<file path="config.mk">
export PLATFORM = sky130hd
export DESIGN_NAME = seq_cmd_detect
export DESIGN_NICKNAME = d
export VERILOG_FILES = /design/src/rtl/seq_cmd_pkg.sv /design/src/rtl/seq_key_match.sv /design/src/rtl/seq_fsm.sv /design/src/rtl/seq_cmd_detect.sv
export SDC_FILE = /design/constraint.sdc
export NUM_CORES = 1
export LEC_CHECK = 0
export BUFFER_PORTS_ARGS = -buffer_cell sky130_fd_sc_hd__buf_2
export CORE_MARGIN = 3
export CORE_UTILIZATION = 39
export DETAILED_ROUTE_END_ITERATION = 7
export MAX_ROUTING_LAYER = met4
export PLACE_DENSITY = 0.75
export SYNTH_ARGS = -nofsm -noshare
export SYNTH_HDL_FRONTEND = slang
export SYNTH_HIERARCHICAL = 1
export SYNTH_SLANG_ARGS = --single-unit
</file>
<file path="constraint.sdc">
create_clock -name clk -period 6.7 [get_ports clk]
set_input_delay 1.34 -clock clk [delete_from_list [all_inputs] [get_ports clk]]
set_output_delay 1.34 -clock clk [all_outputs]
set_load 0.01 [all_outputs]
</file>
<file path="src/rtl/seq_cmd_pkg.sv">
package seq_cmd_pkg;

    localparam int CMP_W  = 16;
    localparam int N_KEYS = 7;
    localparam int KEY_ST = 5;
    localparam int KEY_RC = 6;

    typedef enum logic [3:0] {
        S_IDLE,
        S_M1,
        S_M2,
        S_M3,
        S_M4,
        S_M5,
        S_CMD_ST,
        S_CMD_RC,
        S_WAIT_BUSY,
        S_LOCK
    } seq_state_e;

    // Key table: indices 0..4 are the lead-in, 5 selects store, 6 recall.
    function automatic logic [CMP_W-1:0] key_addr(input int idx);
        logic [CMP_W-1:0] k;
        case (idx)
            0:       k = 16'h4E38;
            1:       k = 16'hB1C7;
            2:       k = 16'h83E0;
            3:       k = 16'h7C1F;
            4:       k = 16'h703F;
            5:       k = 16'h8FC0;
            default: k = 16'h4C63;
        endcase
        return k;
    endfunction

endpackage

</file>
<file path="src/rtl/seq_key_match.sv">
module seq_key_match
    import seq_cmd_pkg::*;
#(
    parameter int ADDR_W = 24
) (
    input  logic [ADDR_W-1:0] addr,
    output logic [N_KEYS-1:0] hit
);

    for (genvar g = 0; g < N_KEYS; g++) begin : g_key
        assign hit[g] = (addr[CMP_W-1:0] == key_addr(g));
    end

    if (ADDR_W > CMP_W) begin : g_hi
        logic unused_hi;
        assign unused_hi = ^addr[ADDR_W-1:CMP_W];
    end

endmodule

</file>
<file path="src/rtl/seq_fsm.sv">
module seq_fsm
    import seq_cmd_pkg::*;
(
    input  logic              clk,
    input  logic              rst_n,
    input  logic              rd_vld,
    input  logic              wr_vld,
    input  logic              busy,
    input  logic [N_KEYS-1:0] hit,
    output logic              store_cmd,
    output logic              recall_cmd,
    output logic              seq_abort
);

    seq_state_e state, nxt;
    logic       abort_q, abort_nxt;
    logic       rd_only;
    logic       in_seq;

    function automatic int step_of(input seq_state_e s);
        int k;
        case (s)
            S_M1:    k = 1;
            S_M2:    k = 2;
            S_M3:    k = 3;
            S_M4:    k = 4;
            default: k = 0;
        endcase
        return k;
    endfunction

    function automatic seq_state_e after(input seq_state_e s);
        seq_state_e n;
        case (s)
            S_M1:    n = S_M2;
            S_M2:    n = S_M3;
            S_M3:    n = S_M4;
            default: n = S_M5;
        endcase
        return n;
    endfunction

    assign rd_only = rd_vld && !wr_vld;
    assign in_seq  = (state == S_M1) || (state == S_M2) || (state == S_M3)
                  || (state == S_M4) || (state == S_M5);

    always_comb begin
        nxt       = state;
        abort_nxt = 1'b0;
        unique case (state)
            S_IDLE: begin
                if (busy)
                    nxt = S_LOCK;
                else if (rd_only && hit[0])
                    nxt = S_M1;
            end
            S_M1, S_M2, S_M3, S_M4: begin
                if (busy) begin
                    nxt = S_LOCK;
                end else if (wr_vld) begin
                    nxt       = S_IDLE;
                    abort_nxt = 1'b1;
                end else if (rd_vld) begin
                    if (hit[step_of(state)]) begin
                        nxt = after(state);
                    end else begin
                        nxt       = hit[0] ? S_M1 : S_IDLE;
                        abort_nxt = 1'b1;
                    end
                end
            end
            S_M5: begin
                if (busy) begin
                    nxt = S_LOCK;
                end else if (wr_vld) begin
                    nxt       = S_IDLE;
                    abort_nxt = 1'b1;
                end else if (rd_vld) begin
                    if (hit[KEY_ST])
                        nxt = S_CMD_ST;
                    else if (hit[KEY_RC])
                        nxt = S_CMD_RC;
                    else begin
                        nxt       = hit[0] ? S_M1 : S_IDLE;
                        abort_nxt = 1'b1;
                    end
                end
            end
            S_CMD_ST, S_CMD_RC, S_WAIT_BUSY:
                nxt = busy ? S_LOCK : S_WAIT_BUSY;
            S_LOCK:
                nxt = busy ? S_LOCK : S_IDLE;
            default:
                nxt = S_IDLE;
        endcase
    end

    always_ff @(posedge clk) begin
        if (!rst_n) begin
            state   <= S_IDLE;
            abort_q <= 1'b0;
        end else begin
            state   <= nxt;
            abort_q <= abort_nxt;
        end
    end

    always_comb begin
        store_cmd  = (state == S_CMD_ST);
        recall_cmd = (state == S_CMD_RC);
        seq_abort  = abort_q;
    end

    a_r1_outputs_exclusive: assert property (@(posedge clk) disable iff (!rst_n)
        $onehot0({store_cmd, recall_cmd, seq_abort}));

    a_r2_store_after_fifth: assert property (@(posedge clk) disable iff (!rst_n)
        store_cmd |-> ($past(state) == S_M5) && $past(rd_vld));

    a_r2_store_one_clock: assert property (@(posedge clk) disable iff (!rst_n)
        store_cmd |=> !store_cmd);

    a_r3_recall_one_clock: assert property (@(posedge clk) disable iff (!rst_n)
        recall_cmd |=> !recall_cmd);

    a_r5_write_aborts: assert property (@(posedge clk) disable iff (!rst_n)
        (!busy && wr_vld && in_seq) |=> seq_abort);

    a_r8_busy_silences: assert property (@(posedge clk) disable iff (!rst_n)
        busy |=> !(store_cmd || recall_cmd || seq_abort));

    a_r9_hold_until_busy: assert property (@(posedge clk) disable iff (!rst_n)
        (state == S_WAIT_BUSY) |=> (state == S_WAIT_BUSY) || (state == S_LOCK));

endmodule

</file>
<file path="src/rtl/seq_cmd_detect.sv">
module seq_cmd_detect
    import seq_cmd_pkg::*;
#(
    parameter int ADDR_W = 24
) (
    input  logic              clk,
    input  logic              rst_n,
    input  logic              rd_vld,
    input  logic [ADDR_W-1:0] rd_addr,
    input  logic              wr_vld,
    input  logic              busy,
    output logic              store_cmd,
    output logic              recall_cmd,
    output logic              seq_abort
);

    logic [N_KEYS-1:0] hit;

    seq_key_match #(.ADDR_W(ADDR_W)) u_match (
        .addr (rd_addr),
        .hit  (hit)
    );

    seq_fsm u_fsm (
        .clk        (clk),
        .rst_n      (rst_n),
        .rd_vld     (rd_vld),
        .wr_vld     (wr_vld),
        .busy       (busy),
        .hit        (hit),
        .store_cmd  (store_cmd),
        .recall_cmd (recall_cmd),
        .seq_abort  (seq_abort)
    );

endmodule

</file>
==> results.py <==
metrics = {
    "die": {
        "die_w_um": 49.5,
        "chipHeight_um": 49.5,
        "rows": 15,
        "start_util_pct": 41.8,
        "pin_count": 32,
        "core_mm2": 0.00176,
        "die_area_mm2": 0.00245,
    },
    "min_path": {
        "hp-class": "reg2reg",
    },
    "grt": {
        "grt_pass1_vias": 864,
        "met1_usage_pct": 20.1,
        "grt_pass1_wl_mm": 3.48,
        "track_usage_pct": 18.2,
        "grt_max_degree": 17,
        "grt_overflow": 0,
        "grt_util_met2_pct": 30.8,
        "use_met3_pct": 3.93,
        "top_usage_layer": "met2",
        "grt_antenna_before_repair": 0,
    },
    "setup_path": {
        "cp.arrival_ps": 3820,
        "cp_slowest_cell": "nor4_1",
        "path_class": "in2reg",
        "end_kind": "flop",
        "critPathMaxFanout": 5,
        "path_cells": "buf_2 > nor3_1 > nand2_1 > nor4_1 > and3b_1 > o22ai_1 > or3_4 > or4_4 > o211ai_1",
        "slowest_delay_ps": 700,
        "worst_ep_required_time_ps": 6860,
        "critPathTopFamily": "simple AND/OR/NAND/NOR gates",
        "cp_num_buf_inv": 1,
        "startpoint_type": "input pin",
    },
    "route": {
        "detail_route.wl_per_cell_um": 13.0,
        "first_iter_violations": 11,
        "firstDrtPassIters": 4,
        "drc_errors": 0,
        "final_antenna_net_count": 0,
        "num_vias": 876,
        "vias_per_cell": 5.92,
        "wirelength_mm": 1.92,
    },
    "timing": {
        "fmax_mhz": 274,
        "fin_crit_sh_pct": 54.6,
        "fin_crit_ps": 3660,
        "rsz0062_at_grt": "false",
        "fin_setup_tns_ps": 0,
        "fin_worst_skew_ps": 6.16,
        "tightest_slew_ps": 766,
        "setup_viol": 0,
        "hold_violations": 0,
        "slew_headroom_pct": 48.5,
        "maxSlewViolCount": 0,
    },
    "clocking": {
        "cts_setup_buffers": 0,
        "clock-root-buffer": "clkbuf_4",
        "clk_pin_slew_ps": 40,
        "cts_tree": "built",
        "clock_sinks": 5,
        "post_cts_resize_count": 0,
        "clk_latency_ps": 240,
        "numCtsBuffers": 3,
        "cts_buffer_depth": 2,
        "cts-hold-fix-buffers": 0,
        "htreeDepth": 1,
    },
    "layout": {
        "mostFrequentLayoutCells": "buf_2 (23), nand2_1 (13), nor2_1 (9)",
        "layout_commonest_cell": "buf_2",
        "nets": 153,
        "areaGrowthSynthToFinish_pct": 19.7,
        "diodes": 0,
        "final_cells": 148,
        "drive_gt1_share_pct": 29.3,
    },
    "job": {
        "drv_cap": 0,
    },
    "yosys": {
        "yosysUniqueCellTypes": 48,
        "syn-num-nets": 129,
        "synthCells": 100,
        "syn_area_per_cell_um2": 7.38,
        "yosysWarnings": 6,
        "yosysSeqAreaShare_pct": 13.6,
        "synth.cell_area_um2": 738,
        "ys_ff_latch": 5,
    },
    "power_and_ir_drop": {
        "peakVddDrop_uv": 39.3,
        "p_leak_nw": 0.333,
        "power.density_mw_per_mm2": 114,
    },
    "placement": {
        "post-place-cells": 144,
        "port_buffers": 23,
        "gp_congestion": 0.875,
        "post-dp-hpwl_mm": 1.54,
    },
    "run_status": {
        "status": "finished clean",
    },
}
[power by group]
part,switching [W],leakage (nW),internal (W)
Sequential,0.00000474,0.0410,0.0000313
Clock,0.0000123,0.0150,0.0000225
Combinational,0.0000162,0.277,0.0000138
Total,0.0000331,0.333,0.0000676
[flip-flops by register name, summed over array words and instances (netlist names)]
signal	count
u_fsm/state	4
u_fsm/seq_abort	1
[synthesized netlist by cell type (all sizes together)]
cell      n  area share [%]
or4       3             4.1
nand2    13             6.6
o2111ai   1             1.2
o31ai     1             1.0
nand4     3             3.4
nand3b    2             2.0
and3      1            0.85
a311oi    2             2.4
dfxtp     5              14
nor3b     2             2.0
o211ai    3             3.1
inv       3             1.5
nand4bb   1             1.5
a2111o    1             1.5
nand2b    3             3.6
and3b     2             2.4
or3       2             2.4
and2      1            0.85
xor2      1             1.2
a32o      1             1.4
or2       1            0.85
o31a      1             1.2
nor3     10             9.0
nor4      2             3.7
nor4b     4             5.6
clkbuf    1            0.51
and4b     1             1.4
o21ai     3             2.0
nor2      9             4.6
a21o      1             1.0
nand3     2             1.4
buf       3             3.2
a21oi     5             3.4
nor2b     1            0.85
mux2i     1             1.4
o22ai     3             2.5
a211oi    1             1.0
[stage by stage]
step	util [%]	total power (W)	hold slack, ps	area (um2)	setup WS (ps)
after CTS	50.1	0.000102	706	883	3080
final	50.1	0.000101	696	883	3040
after floorplan	-	0.0000541	656	738	3300
after global placement	48.6	0.0000648	692	857	2810
after global routing	50.1	0.000108	775	883	2840
after detailed placement	48.6	0.0000661	701	857	2840
[cells by family after synthesis]
| kind of cell | after synthesis | share of synthesized area [%] |
|---|---|---|
| compound gates | 23 | 21.7 |
| mux | 1 | 1.36 |
| buf+inv | 7 | 5.25 |
| simple gates | 63 | 57.0 |
| xor+xnor | 1 | 1.19 |
| flops | 5 | 13.6 |
[metal layers]
metal,wire length (um),share of wire [%]
met4,34,1.8
met3,107,5.6
met5,0,0
met2,1010,52
met1,775,40
[path summary, 6_finish.rpt]
path | endpoint | cells past startpoint | from | slack, ps
max | u_fsm/state[2] | 9 | rd_addr[13] | 3040
min | u_fsm/state[2] | 2 | u_fsm/state[2] | 700
max reg2reg | u_fsm/state[2] | 5 | u_fsm/state[1] | 4710
min reg2reg | u_fsm/state[2] | 2 | u_fsm/state[2] | 700
[worst min-delay path, stage by stage (launching register included)]
cell and delay, ps:
dfxtp_1 450, nand2_1 120, o211ai_1 70
[area by class of cell]
cell class | count | area, um2
clock buffers | 4 | 26.3
fillers | 200 | 881
inverters | 3 | 11.3
multi-input cells | 88 | 599
flip-flops and latches | 5 | 100
well taps | 25 | 31.3
repair buffers | 23 | 115
Power figures use the tool's default switching activity.
